[config.mk]
export PLATFORM = sky130hd
export DESIGN_NAME = kwdt_top
export DESIGN_NICKNAME = d
export VERILOG_FILES = /design/src/rtl/kwdt_pkg.sv /design/src/rtl/kwdt_ctrl.sv /design/src/rtl/kwdt_datapath.sv /design/src/rtl/kwdt_top.sv
export SDC_FILE = /design/constraint.sdc
export NUM_CORES = 1
export LEC_CHECK = 0
export BUFFER_PORTS_ARGS = -buffer_cell sky130_fd_sc_hd__buf_2
export CAP_MARGIN = 20
export CORE_ASPECT_RATIO = 1.25
export CORE_MARGIN = 1.5
export CORE_UTILIZATION = 35
export CTS_CLUSTER_DIAMETER = 40
export DETAILED_ROUTE_END_ITERATION = 16
export PLACE_DENSITY_LB_ADDON = 0.15
export SLEW_MARGIN = 10
export SYNTH_ARGS = -nofsm -noshare
export SYNTH_HDL_FRONTEND = slang
export SYNTH_SLANG_ARGS = --single-unit
[constraint.sdc]
create_clock -name clk -period 6.2 [get_ports clk]
set_input_delay 0 -clock clk [delete_from_list [all_inputs] [get_ports clk]]
set_output_delay 0 -clock clk [all_outputs]
set_load 0.1 [all_outputs]
[src/rtl/kwdt_pkg.sv]
package kwdt_pkg;
  // byte offsets (the key half-word at 2 and control at 0 are fixed by behaviour)
  localparam int CTRL_OFS = 0;
  localparam int KEY_OFS  = 2;
  localparam int CTRL_CLR = 4;
  localparam int CTRL_SET = 8;
  localparam int STAT_OFS = 16;
  localparam int STAT_CLR = 20;
  localparam int STAT_SET = 24;

  // control field positions
  localparam int EN_BIT  = 15;
  localparam int PS_LSB  = 8;
  localparam int CS_LSB  = 6;
  localparam int WIN_BIT = 0;

  // status field positions
  localparam int ST_TO    = 4;
  localparam int ST_SLEEP = 3;
  localparam int ST_IDLE  = 2;

  typedef struct packed {
    logic enable;
    logic keyHit;
  } wdStrobe_t;
endpackage

[src/rtl/kwdt_ctrl.sv]
module kwdt_ctrl
  import kwdt_pkg::*;
#(
  parameter int ADDR_W = 5,
  parameter int DATA_W = 32,
  parameter int PS_W   = 5,
  parameter int CS_W   = 2,
  parameter int KEY_W  = 16,
  parameter logic [KEY_W-1:0] KEY = 16'h5743
) (
  input  logic              clk,
  input  logic              rstN,
  input  logic              busSel,
  input  logic              busWrite,
  input  logic              busHalf,
  input  logic [ADDR_W-1:0] busAddr,
  input  logic [DATA_W-1:0] busWdata,
  output logic [DATA_W-1:0] busRdata,
  output logic              busReady,
  input  logic [PS_W-1:0]   cfgPostscale,
  input  logic [CS_W-1:0]   cfgClkSel,
  input  logic              cfgWindow,
  input  logic              idleMode,
  input  logic              sleepMode,
  input  logic              fire,
  output wdStrobe_t         strobe,
  output logic              timeoutFlag
);
  localparam int KEY_LSB = DATA_W - KEY_W;

  logic       enQ, enNext;
  logic       busyQ;
  logic [2:0] statQ, statNext;   // [2]=timeout [1]=sleep [0]=idle
  logic       accept, wordWr;

  assign accept = busSel && busWrite && !busyQ;
  assign wordWr = accept && !busHalf;

  always_comb begin
    enNext = enQ;
    if (wordWr) begin
      if (busAddr == ADDR_W'(CTRL_OFS))                          enNext = busWdata[EN_BIT];
      else if (busAddr == ADDR_W'(CTRL_SET) && busWdata[EN_BIT]) enNext = 1'b1;
      else if (busAddr == ADDR_W'(CTRL_CLR) && busWdata[EN_BIT]) enNext = 1'b0;
    end
  end

  always_comb begin
    statNext = statQ;
    if (wordWr) begin
      if (busAddr == ADDR_W'(STAT_OFS))
        statNext = busWdata[ST_TO:ST_IDLE];
      else if (busAddr == ADDR_W'(STAT_SET))
        statNext = statQ | busWdata[ST_TO:ST_IDLE];
      else if (busAddr == ADDR_W'(STAT_CLR))
        statNext = statQ & ~busWdata[ST_TO:ST_IDLE];
    end
    if (fire) statNext = {1'b1, sleepMode, idleMode};
  end

  always_ff @(posedge clk) begin
    if (!rstN) begin
      enQ   <= 1'b0;
      busyQ <= 1'b0;
      statQ <= '0;
    end else begin
      enQ   <= enNext;
      busyQ <= enQ && !enNext;
      statQ <= statNext;
    end
  end

  assign strobe.enable = enQ;
  assign strobe.keyHit = accept && busHalf && enQ &&
                         (busAddr == ADDR_W'(KEY_OFS)) &&
                         (busWdata[DATA_W-1:KEY_LSB] == KEY);

  always_comb begin
    busRdata = '0;
    if (busSel && !busWrite) begin
      if (busAddr == ADDR_W'(CTRL_OFS)) begin
        busRdata[EN_BIT]                = enQ;
        busRdata[PS_LSB +: PS_W]        = cfgPostscale;
        busRdata[CS_LSB +: CS_W]        = cfgClkSel;
        busRdata[WIN_BIT]               = cfgWindow;
      end else if (busAddr == ADDR_W'(STAT_OFS)) begin
        busRdata[ST_TO:ST_IDLE]         = statQ;
      end
    end
  end

  assign busReady    = !busyQ;
  assign timeoutFlag = statQ[2];
endmodule

[src/rtl/kwdt_datapath.sv]
module kwdt_datapath
  import kwdt_pkg::*;
#(
  parameter int PS_W     = 5,
  parameter int PRE_LOG2 = 5
) (
  input  logic            clk,
  input  logic            rstN,
  input  wdStrobe_t       strobe,
  input  logic [PS_W-1:0] cfgPostscale,
  input  logic            cfgWindow,
  output logic            fire,
  output logic            rstReq
);
  localparam int CNT_W = 1 << PS_W;

  logic [PRE_LOG2-1:0] preQ;
  logic [CNT_W-1:0]    cntQ;
  logic [CNT_W-1:0]    termSpan, termLast, winStart;
  logic                tick, expire, early;

  assign termSpan = CNT_W'(1) << cfgPostscale;
  assign termLast = termSpan - CNT_W'(1);
  assign winStart = termSpan - (termSpan >> 2);

  assign tick   = strobe.enable && (preQ == '1);
  assign expire = tick && (cntQ == termLast);
  assign early  = strobe.keyHit && cfgWindow && (cntQ < winStart);
  assign fire   = expire || early;

  always_ff @(posedge clk) begin
    if (!rstN) begin
      preQ   <= '0;
      cntQ   <= '0;
      rstReq <= 1'b0;
    end else begin
      rstReq <= fire;
      if (!strobe.enable || strobe.keyHit) begin
        preQ <= '0;
        cntQ <= '0;
      end else begin
        preQ <= preQ + PRE_LOG2'(1);
        if (tick) cntQ <= expire ? '0 : cntQ + CNT_W'(1);
      end
    end
  end
endmodule

[src/rtl/kwdt_top.sv]
module kwdt_top
  import kwdt_pkg::*;
#(
  parameter int ADDR_W   = 5,
  parameter int DATA_W   = 32,
  parameter int PS_W     = 5,
  parameter int CS_W     = 2,
  parameter int PRE_LOG2 = 5
) (
  input  logic              clk,
  input  logic              rstN,
  input  logic              busSel,
  input  logic              busWrite,
  input  logic              busHalf,
  input  logic [ADDR_W-1:0] busAddr,
  input  logic [DATA_W-1:0] busWdata,
  output logic [DATA_W-1:0] busRdata,
  output logic              busReady,
  input  logic [PS_W-1:0]   cfgPostscale,
  input  logic [CS_W-1:0]   cfgClkSel,
  input  logic              cfgWindow,
  input  logic              idleMode,
  input  logic              sleepMode,
  output logic              wdtResetReq
);
  wdStrobe_t strobe;
  logic      fire;
  logic      timeoutFlag;
  logic      enLevel;

  assign enLevel = strobe.enable;

  kwdt_ctrl #(
    .ADDR_W(ADDR_W), .DATA_W(DATA_W), .PS_W(PS_W), .CS_W(CS_W)
  ) u_ctrl (
    .clk(clk), .rstN(rstN),
    .busSel(busSel), .busWrite(busWrite), .busHalf(busHalf),
    .busAddr(busAddr), .busWdata(busWdata),
    .busRdata(busRdata), .busReady(busReady),
    .cfgPostscale(cfgPostscale), .cfgClkSel(cfgClkSel), .cfgWindow(cfgWindow),
    .idleMode(idleMode), .sleepMode(sleepMode),
    .fire(fire), .strobe(strobe), .timeoutFlag(timeoutFlag)
  );

  kwdt_datapath #(
    .PS_W(PS_W), .PRE_LOG2(PRE_LOG2)
  ) u_dp (
    .clk(clk), .rstN(rstN), .strobe(strobe),
    .cfgPostscale(cfgPostscale), .cfgWindow(cfgWindow),
    .fire(fire), .rstReq(wdtResetReq)
  );
endmodule

### Yosys cells after proc, flatten, opt, wreduce, memory -nomap -nowiden

Cells that the tools add are included.

* reductions and logical operators: 27
* order comparisons: 1
* shifts and indexed selects: 1
* divide/modulo/power cells: 0
* bitwise operators: 4
* equal/unequal tests: 9
* $add $sub $neg: 4
* muxes and demuxes: 19
* multipliers: 0

Operator list (count)
* $add A32 B1 Y32 const B: 1
* $eq A32 B32 Y1: 1
* $lt A32 B32 Y1: 1
* $mux W32: 1
* $shl A1 B5 Y32 const A: 1
* $sub A32 B1 Y32 const B: 1
* $sub A32 B30 Y32: 1
* $mux W3: 8
* $eq A5 B5 Y1 const B: 4
* $eq A16 B15 Y1 const B: 1
* $logic_and A1 B1 Y1: 15
* $mux W7: 2
* $mux W1: 8
* $add A5 B1 Y5 const B: 1
* $eq A5 B2 Y1 const B: 1
* $eq A5 B3 Y1 const B: 1
* $eq A5 B4 Y1 const B: 1
* $logic_not A1 Y1: 5
* $logic_not A5 Y1: 1
* $reduce_bool A4 Y1: 1
* $and A3 B3 Y3: 1
* $not A3 Y3: 1
* $or A3 B3 Y3: 1
* $logic_or A1 B1 Y1: 2
* 4 further kinds: 4

* memory bits (writable): 0
* word-level logic and storage cells: 71
* memories: 0
* input bits: 52
* output and inout port bits: 34
* bits in read-only memories: 0
* latch bits: 0
* register bits after elaboration: 43

### Depth between registers and ports, before layout

* depth in word-level cells: 11
* depth in mapped cells: 26
* gate-level depth less buffers: 22

### Cells and area by module

Synthesis repeated with hierarchy kept, for this count alone.

* cells, all modules: 788
* area total of the unflattened synthesis: 5811.8 µm²

By module, submodules not included
* kwdt_datapath: cells an instance 703, times used 1, area each 5133.7 µm², seq. area each 760.7 µm²
* kwdt_ctrl: cells an instance 85, times used 1, area each 678.2 µm², seq. area each 100.1 µm²

### Least setup slack after synthesis

Ideal clock, no wire load.

* kind: input-to-reg
* from: in cfgPostscale[4]
* to: reg u_ctrl.statQ[2]
* data required time: 6085 ps
* setup time: 115 ps
* path buffers: 5
* arrival: 4488 ps
* path slack: 1597 ps
* cell stages on the path: 23
* cell sequence: buf_4 > buf_2 > buf_2 > buf_2 > nor2b_1 > clkbuf_1 > nand3_1 > fa_1 > a21o_1 > a221oi_1 > o21ba_2 > o21ai_1 > a21o_1 > a21oi_1 > xnor2_1 > ha_1 > and4_1 > o211ai_1 > a211oi_1 > o21ai_0 > a311oi_1 > o21ai_1 > o21a_1

* cells in the longest elaborated chain, start to end: 7
* elaborated cells between the ends (all ways): 12
* classes of those cells: add/sub: 2; order compare: 1; eq/ne: 1; shift: 1; mux: 1; reduce/logical: 6

Ends and longest elaborated chain
* start: declaration: RTL line kwdt_top.sv:19 `input logic [PS_W-1:0] cfgPostscale,`
* $shl A1 B5 Y32 *: RTL line kwdt_datapath.sv:22 `assign termSpan = CNT_W'(1) << cfgPostscale;`
* $sub A32 B30 Y32 or $sub A32 B1 Y32 (tied branches): RTL line kwdt_datapath.sv:24, kwdt_datapath.sv:23
* $lt A32 B32 Y1 or $eq A32 B32 Y1 (tied branches): RTL line kwdt_datapath.sv:28, kwdt_datapath.sv:27
* $logic_and A1 B1 Y1, on equally long branches: RTL line kwdt_datapath.sv:28, kwdt_datapath.sv:27
* $logic_or A1 B1 Y1 *: RTL line kwdt_datapath.sv:29 `assign fire = expire || early;`
* $reduce_bool A4 Y1 (no source line) or $reduce_bool A2 Y1 (tied branches)
* $reduce_and A2 Y1 (no source line)
* end signal: assignment: RTL line kwdt_ctrl.sv:69 `statQ <= statNext;`
* end: declaration: RTL line kwdt_ctrl.sv:33 `logic [2:0] statQ, statNext;`

Mark *: on every way between the ends. The rest lies on a longest branch, timed or not.
A chain may end at the register's enable or synchronous reset.

==> results_tabular.tex <==
\begin{tabular}{lr}
\hline
Metric & Value \\
\hline
\multicolumn{2}{l}{\textbf{Global route}} \\
Global-route wire length before repair & approximately 28000 microns \\
Leftover overflow at the end of global routing & 0 \\
Initial antenna violation count & 0 \\
Number of global-route vias before repair & around 5400 \\
GRT Resource Usage Total & about a fifth \\
Maximum number of pins on one net before global-route repair & 31 \\
\multicolumn{2}{l}{\textbf{Clock network}} \\
Maximum buffer depth of the clock tree & 2 \\
Htree depth & 2 \\
\# Post-CTS Setup Buffers & 0 \\
Skew-Pair Late Insertion Delay & a little under 0.3 ns \\
PostCTS Resize Cnt & 0 \\
CTS buffer count & 5 \\
Clock transition at path regs & roughly 0.060 ns \\
CTS tree & done \\
Cell at the root of the clock tree & sky130\_fd\_sc\_hd\_\_clkbuf\_16 \\
Clk sinks & between 40 and 50 \\
\multicolumn{2}{l}{\textbf{STA}} \\
Clock period minus final worst setup slack & 4.89 ns \\
Number of max-slew violations in the final report & 0 \\
Share of the clock period used by the worst path after layout & between 70 and 80\% \\
Final setup TNS & 0 ns \\
Transition time at the pin with the least slew margin & 0.682 ns \\
Final number of setup-violating endpoints & 0 \\
Max Clock Freq & 205 MHz \\
Setup repair after global routing missed its margin & false \\
Count of endpoints failing hold in the final timing report & 0 \\
Clk\_skew & 0.00510 ns \\
Relative slew slack & 54.1\% \\
\multicolumn{2}{l}{\textbf{Synthesis}} \\
Post-synth EDFFs & 0 \\
Most instantiated flip-flop cell in the synthesis netlist & sky130\_fd\_sc\_hd\_\_dfxtp\_1 \\
Fraction of registers with async set or reset after synthesis & 0\% \\
Synthesized netlist cell count & $\sim$800 \\
Average cell area after synthesis & 7.27 sq um \\
Count of synthesis-stage warnings from yosys & 0 \\
Fraction of the yosys area taken by sequential cells & roughly 15\% \\
Synth Cell Area & 0.00580 sq mm \\
Count of different cell masters after synthesis & between 80 and 90 \\
Register bit total from synthesis & 43 \\
\multicolumn{2}{l}{\textbf{Place}} \\
DPL Wire Length & 13400 microns \\
RePlAce Congestion & 0.809 \\
\# port buffers & between 50 and 60 \\
\multicolumn{2}{l}{\textbf{Critical path}} \\
Nature of the critical path startpoint & primary input \\
Required time at the worst-slack endpoint & about 6.4 ns \\
Critical path launch point & cfgPostscale[4] \\
Peak fanout along the critical path & 18 \\
Worst reg2reg setup slack & 3.14 ns \\
Data arrival time at the worst-slack endpoint & a little over 5 ns \\
CP endpoint kind & register \\
Crit Path Class & in2reg \\
Reg2reg start & u\_dp.preQ[0]\$\_SDFF\_PP0\_ \\
\multicolumn{2}{l}{\textbf{Floorplan}} \\
Std-Cell Core Area & between 0.015 and 0.02 sq mm \\
Starting utilization of the core area & a little over a third \\
Number of cell rows & 52 \\
I/O pin count & 86 \\
Floorplan die area & 0.0174 sq mm \\
Die W & about 120 microns \\
Die boundary height & about 150 microns \\
\multicolumn{2}{l}{\textbf{Power and ir drop}} \\
Total power divided by cell area & roughly 150 mW/mm\^{}2 \\
Total design power & about 940 uW \\
Worst vdd ir & between 0.1 and 0.15 mV \\
Leakage power & between 2 and 3 nW \\
\multicolumn{2}{l}{\textbf{Layout}} \\
P\&R area growth vs syn & 10.4\% \\
Total inserted antenna cells & 0 \\
Share of post-route cells with drive strength above 1 & between 10\% and 20\% \\
Number of nets in the layout & a little under 1000 \\
\multicolumn{2}{l}{\textbf{Drt}} \\
Overall via count from detail\_route & roughly 5600 \\
Final Routed Wirelength & between 15000 and 20000 microns \\
TritonRoute pass-1 iters & 4 \\
DRC marker count from the first detailed-route iteration & $\sim$250 \\
ANT nets after route & 0 \\
Post-route DRC & 0 \\
Post-detailed-route via-to-cell ratio & 5.30 \\
Average routed wire per standard cell & between 15 and 20 microns \\
\multicolumn{2}{l}{\textbf{Status}} \\
Outcome & complete, no violations \\
\multicolumn{2}{l}{\textbf{Hold path}} \\
Critical hold path startpoint & busWdata[4] \\
Classification of the worst-slack hold path & in2reg \\
\multicolumn{2}{l}{\textbf{Job}} \\
Maximum capacitance violations & 0 \\
\hline
\end{tabular}
## repair_timing
item / 4_1_cts / 5_1_grt
endpoints found under the setup margin: 0 / 0
hold buffers: 3 / 0
endpoints found under the hold margin: 5 / 0
## placed cells by master (no fill, tap or decap), types with 5 or more instances in the layout
cell and count:
sky130_fd_sc_hd__nor4b_1 6, sky130_fd_sc_hd__o21a_1 6, sky130_fd_sc_hd__a31oi_1 5, sky130_fd_sc_hd__ha_1 65, sky130_fd_sc_hd__and2_1 20, sky130_fd_sc_hd__o21ai_1 5, sky130_fd_sc_hd__o21bai_1 7, sky130_fd_sc_hd__buf_2 53
sky130_fd_sc_hd__o21ai_0 38, sky130_fd_sc_hd__nor2b_1 9, sky130_fd_sc_hd__o211ai_1 8, sky130_fd_sc_hd__conb_1 20, sky130_fd_sc_hd__and4_1 5, sky130_fd_sc_hd__a211oi_1 8, sky130_fd_sc_hd__dfxtp_1 43, sky130_fd_sc_hd__nor3_1 17
sky130_fd_sc_hd__a21oi_1 43, sky130_fd_sc_hd__and3_1 13, sky130_fd_sc_hd__a21o_1 15, sky130_fd_sc_hd__nand3_1 32, sky130_fd_sc_hd__nand2_1 75, sky130_fd_sc_hd__nor4_1 8, sky130_fd_sc_hd__clkbuf_16 5, sky130_fd_sc_hd__nor2_1 83
sky130_fd_sc_hd__nand4_1 15, sky130_fd_sc_hd__or3_1 7, sky130_fd_sc_hd__xor2_1 39, sky130_fd_sc_hd__xnor2_1 39, sky130_fd_sc_hd__buf_4 13, sky130_fd_sc_hd__inv_1 48, sky130_fd_sc_hd__nand2b_1 7
## final timing paths
| path | end | cells after the start |
|---|---|---|
| max | register | 23 |
| min | u_ctrl.statQ[2]$_SDFFE_PN0P_ | 3 |
| max reg2reg | u_dp.cntQ[27]$_SDFFE_PP0P_ | 12 |
| min reg2reg | u_dp.preQ[0]$_SDFF_PP0_ | 1 |
## sequential cells by signal, indices dropped and copies added (netlist names), named ones only
name,count
u_ctrl.enQ,1
u_ctrl.busyQ,1
u_dp.preQ,5
u_dp.rstReq,1
u_ctrl.statQ,1
u_dp.cntQ,32
## Yosys cell counts, types with 3 or more instances
cell type | number | area (sq um)
sky130_fd_sc_hd__o21bai_1 | 7 | 52.6
sky130_fd_sc_hd__a31oi_1 | 5 | 31.3
sky130_fd_sc_hd__o21a_1 | 6 | 45.0
sky130_fd_sc_hd__a311oi_1 | 3 | 26.3
sky130_fd_sc_hd__clkbuf_1 | 9 | 33.8
sky130_fd_sc_hd__buf_2 | 11 | 55.1
sky130_fd_sc_hd__o211a_1 | 4 | 40.0
sky130_fd_sc_hd__ha_1 | 65 | 813
sky130_fd_sc_hd__nor2b_1 | 9 | 56.3
sky130_fd_sc_hd__nor4b_1 | 6 | 52.6
sky130_fd_sc_hd__xor2_1 | 39 | 342
sky130_fd_sc_hd__o21ai_0 | 38 | 190
sky130_fd_sc_hd__nand2b_1 | 7 | 43.8
sky130_fd_sc_hd__a211oi_1 | 8 | 60.1
sky130_fd_sc_hd__dfxtp_1 | 43 | 861
sky130_fd_sc_hd__and2_1 | 20 | 125
sky130_fd_sc_hd__nor2_1 | 83 | 312
sky130_fd_sc_hd__o21ai_1 | 5 | 25.0
sky130_fd_sc_hd__and3_1 | 13 | 81.3
sky130_fd_sc_hd__o211ai_1 | 8 | 60.1
sky130_fd_sc_hd__xnor2_1 | 39 | 342
sky130_fd_sc_hd__nand3_1 | 32 | 160
sky130_fd_sc_hd__nor3b_1 | 4 | 30.0
sky130_fd_sc_hd__buf_4 | 26 | 195
sky130_fd_sc_hd__a22o_1 | 4 | 35.0
sky130_fd_sc_hd__o22ai_1 | 4 | 25.0
sky130_fd_sc_hd__or3_1 | 7 | 43.8
sky130_fd_sc_hd__o41ai_1 | 3 | 26.3
sky130_fd_sc_hd__or4_1 | 3 | 22.5
sky130_fd_sc_hd__nor3_1 | 17 | 85.1
sky130_fd_sc_hd__nand4_1 | 15 | 93.8
sky130_fd_sc_hd__inv_1 | 48 | 180
sky130_fd_sc_hd__a21oi_1 | 43 | 215
sky130_fd_sc_hd__nor4_1 | 8 | 50.1
sky130_fd_sc_hd__a21o_1 | 15 | 113
sky130_fd_sc_hd__and4_1 | 5 | 43.8
sky130_fd_sc_hd__nor4bb_1 | 3 | 30.0
sky130_fd_sc_hd__nand2_1 | 75 | 282
## stage by stage
step	worst slack, ns	hold WS [ns]	area [sq um]	util, %	cells
final	1.31	0.0442	6410	39.6	1061
after global routing	0.723	0.0513	6410	39.6	1061
after CTS	1.26	0.0334	6410	39.6	1061
after detailed placement	0.955	0.253	6200	38.3	1050
after global placement	0.907	0.244	6200	38.3	1050
after floorplan	1.60	0.117	5870	-	817
## worst max-delay path, cell delays in order
cell	delay [ns]
sky130_fd_sc_hd__buf_2	0.22
sky130_fd_sc_hd__or2_1	0.33
sky130_fd_sc_hd__nor3_1	0.28
sky130_fd_sc_hd__ha_1	0.21
sky130_fd_sc_hd__inv_1	0.06
sky130_fd_sc_hd__fa_1	0.40
sky130_fd_sc_hd__a21o_1	0.19
sky130_fd_sc_hd__a221oi_1	0.26
sky130_fd_sc_hd__buf_4	0.19
sky130_fd_sc_hd__o21ba_2	0.17
sky130_fd_sc_hd__o21ai_1	0.11
sky130_fd_sc_hd__a21o_1	0.20
sky130_fd_sc_hd__a21oi_1	0.29
sky130_fd_sc_hd__xnor2_1	0.13
sky130_fd_sc_hd__ha_1	0.29
sky130_fd_sc_hd__and4_1	0.22
sky130_fd_sc_hd__o211ai_1	0.13
sky130_fd_sc_hd__a211oi_1	0.36
sky130_fd_sc_hd__o21ai_0	0.21
sky130_fd_sc_hd__a311oi_1	0.29
sky130_fd_sc_hd__buf_4	0.18
sky130_fd_sc_hd__o21ai_1	0.13
sky130_fd_sc_hd__a211oi_1	0.25
## power by group
group,leakage (nW),switching [mW],internal (mW)
Clock,0.0868,0.112,0.200
Combinational,2.48,0.224,0.130
Sequential,0.346,0.000100,0.276
Total,2.92,0.337,0.606
## metal layers
metal / vias to the layer above / GRT usage [%] / part of all wire [%]
met1: 2575 / 23.8 / 44
met5: - / 0 / 0
met4: 0 / 5.61 / 2.0
li1: 2909 / - / -
met3: 20 / 2.33 / 3.7
met2: 123 / 36.1 / 50
## kinds of logic (layout without fill, tap and decap cells)
group,count (synthesis),in the layout,share of synthesized area [%]
AOI/OAI and AO/OA,180,180,20.5
xor gates and xnor gates,79,79,12.2
adders and majority gates,66,66,14.4
buffers and inverters,100,128,8.52
DFF,43,43,14.8
muxes,4,4,0.733
other,1,20,0.0646
and+or+nand+nor,325,325,28.8
## layout make-up
| cell class | instances | area (sq um) |
|---|---|---|
| Tap cell | 216 | 270 |
| Sequential cell | 43 | 861 |
| Fill cell | 1710 | 9790 |
| Timing Repair Buffer | 69 | 393 |
| Clock inverter | 2 | 35.0 |
| Multi-Input combinational cell | 674 | 4520 |
| Inverter | 51 | 191 |
| Clock buffer | 6 | 139 |
(Power assumes the default switching activity.)
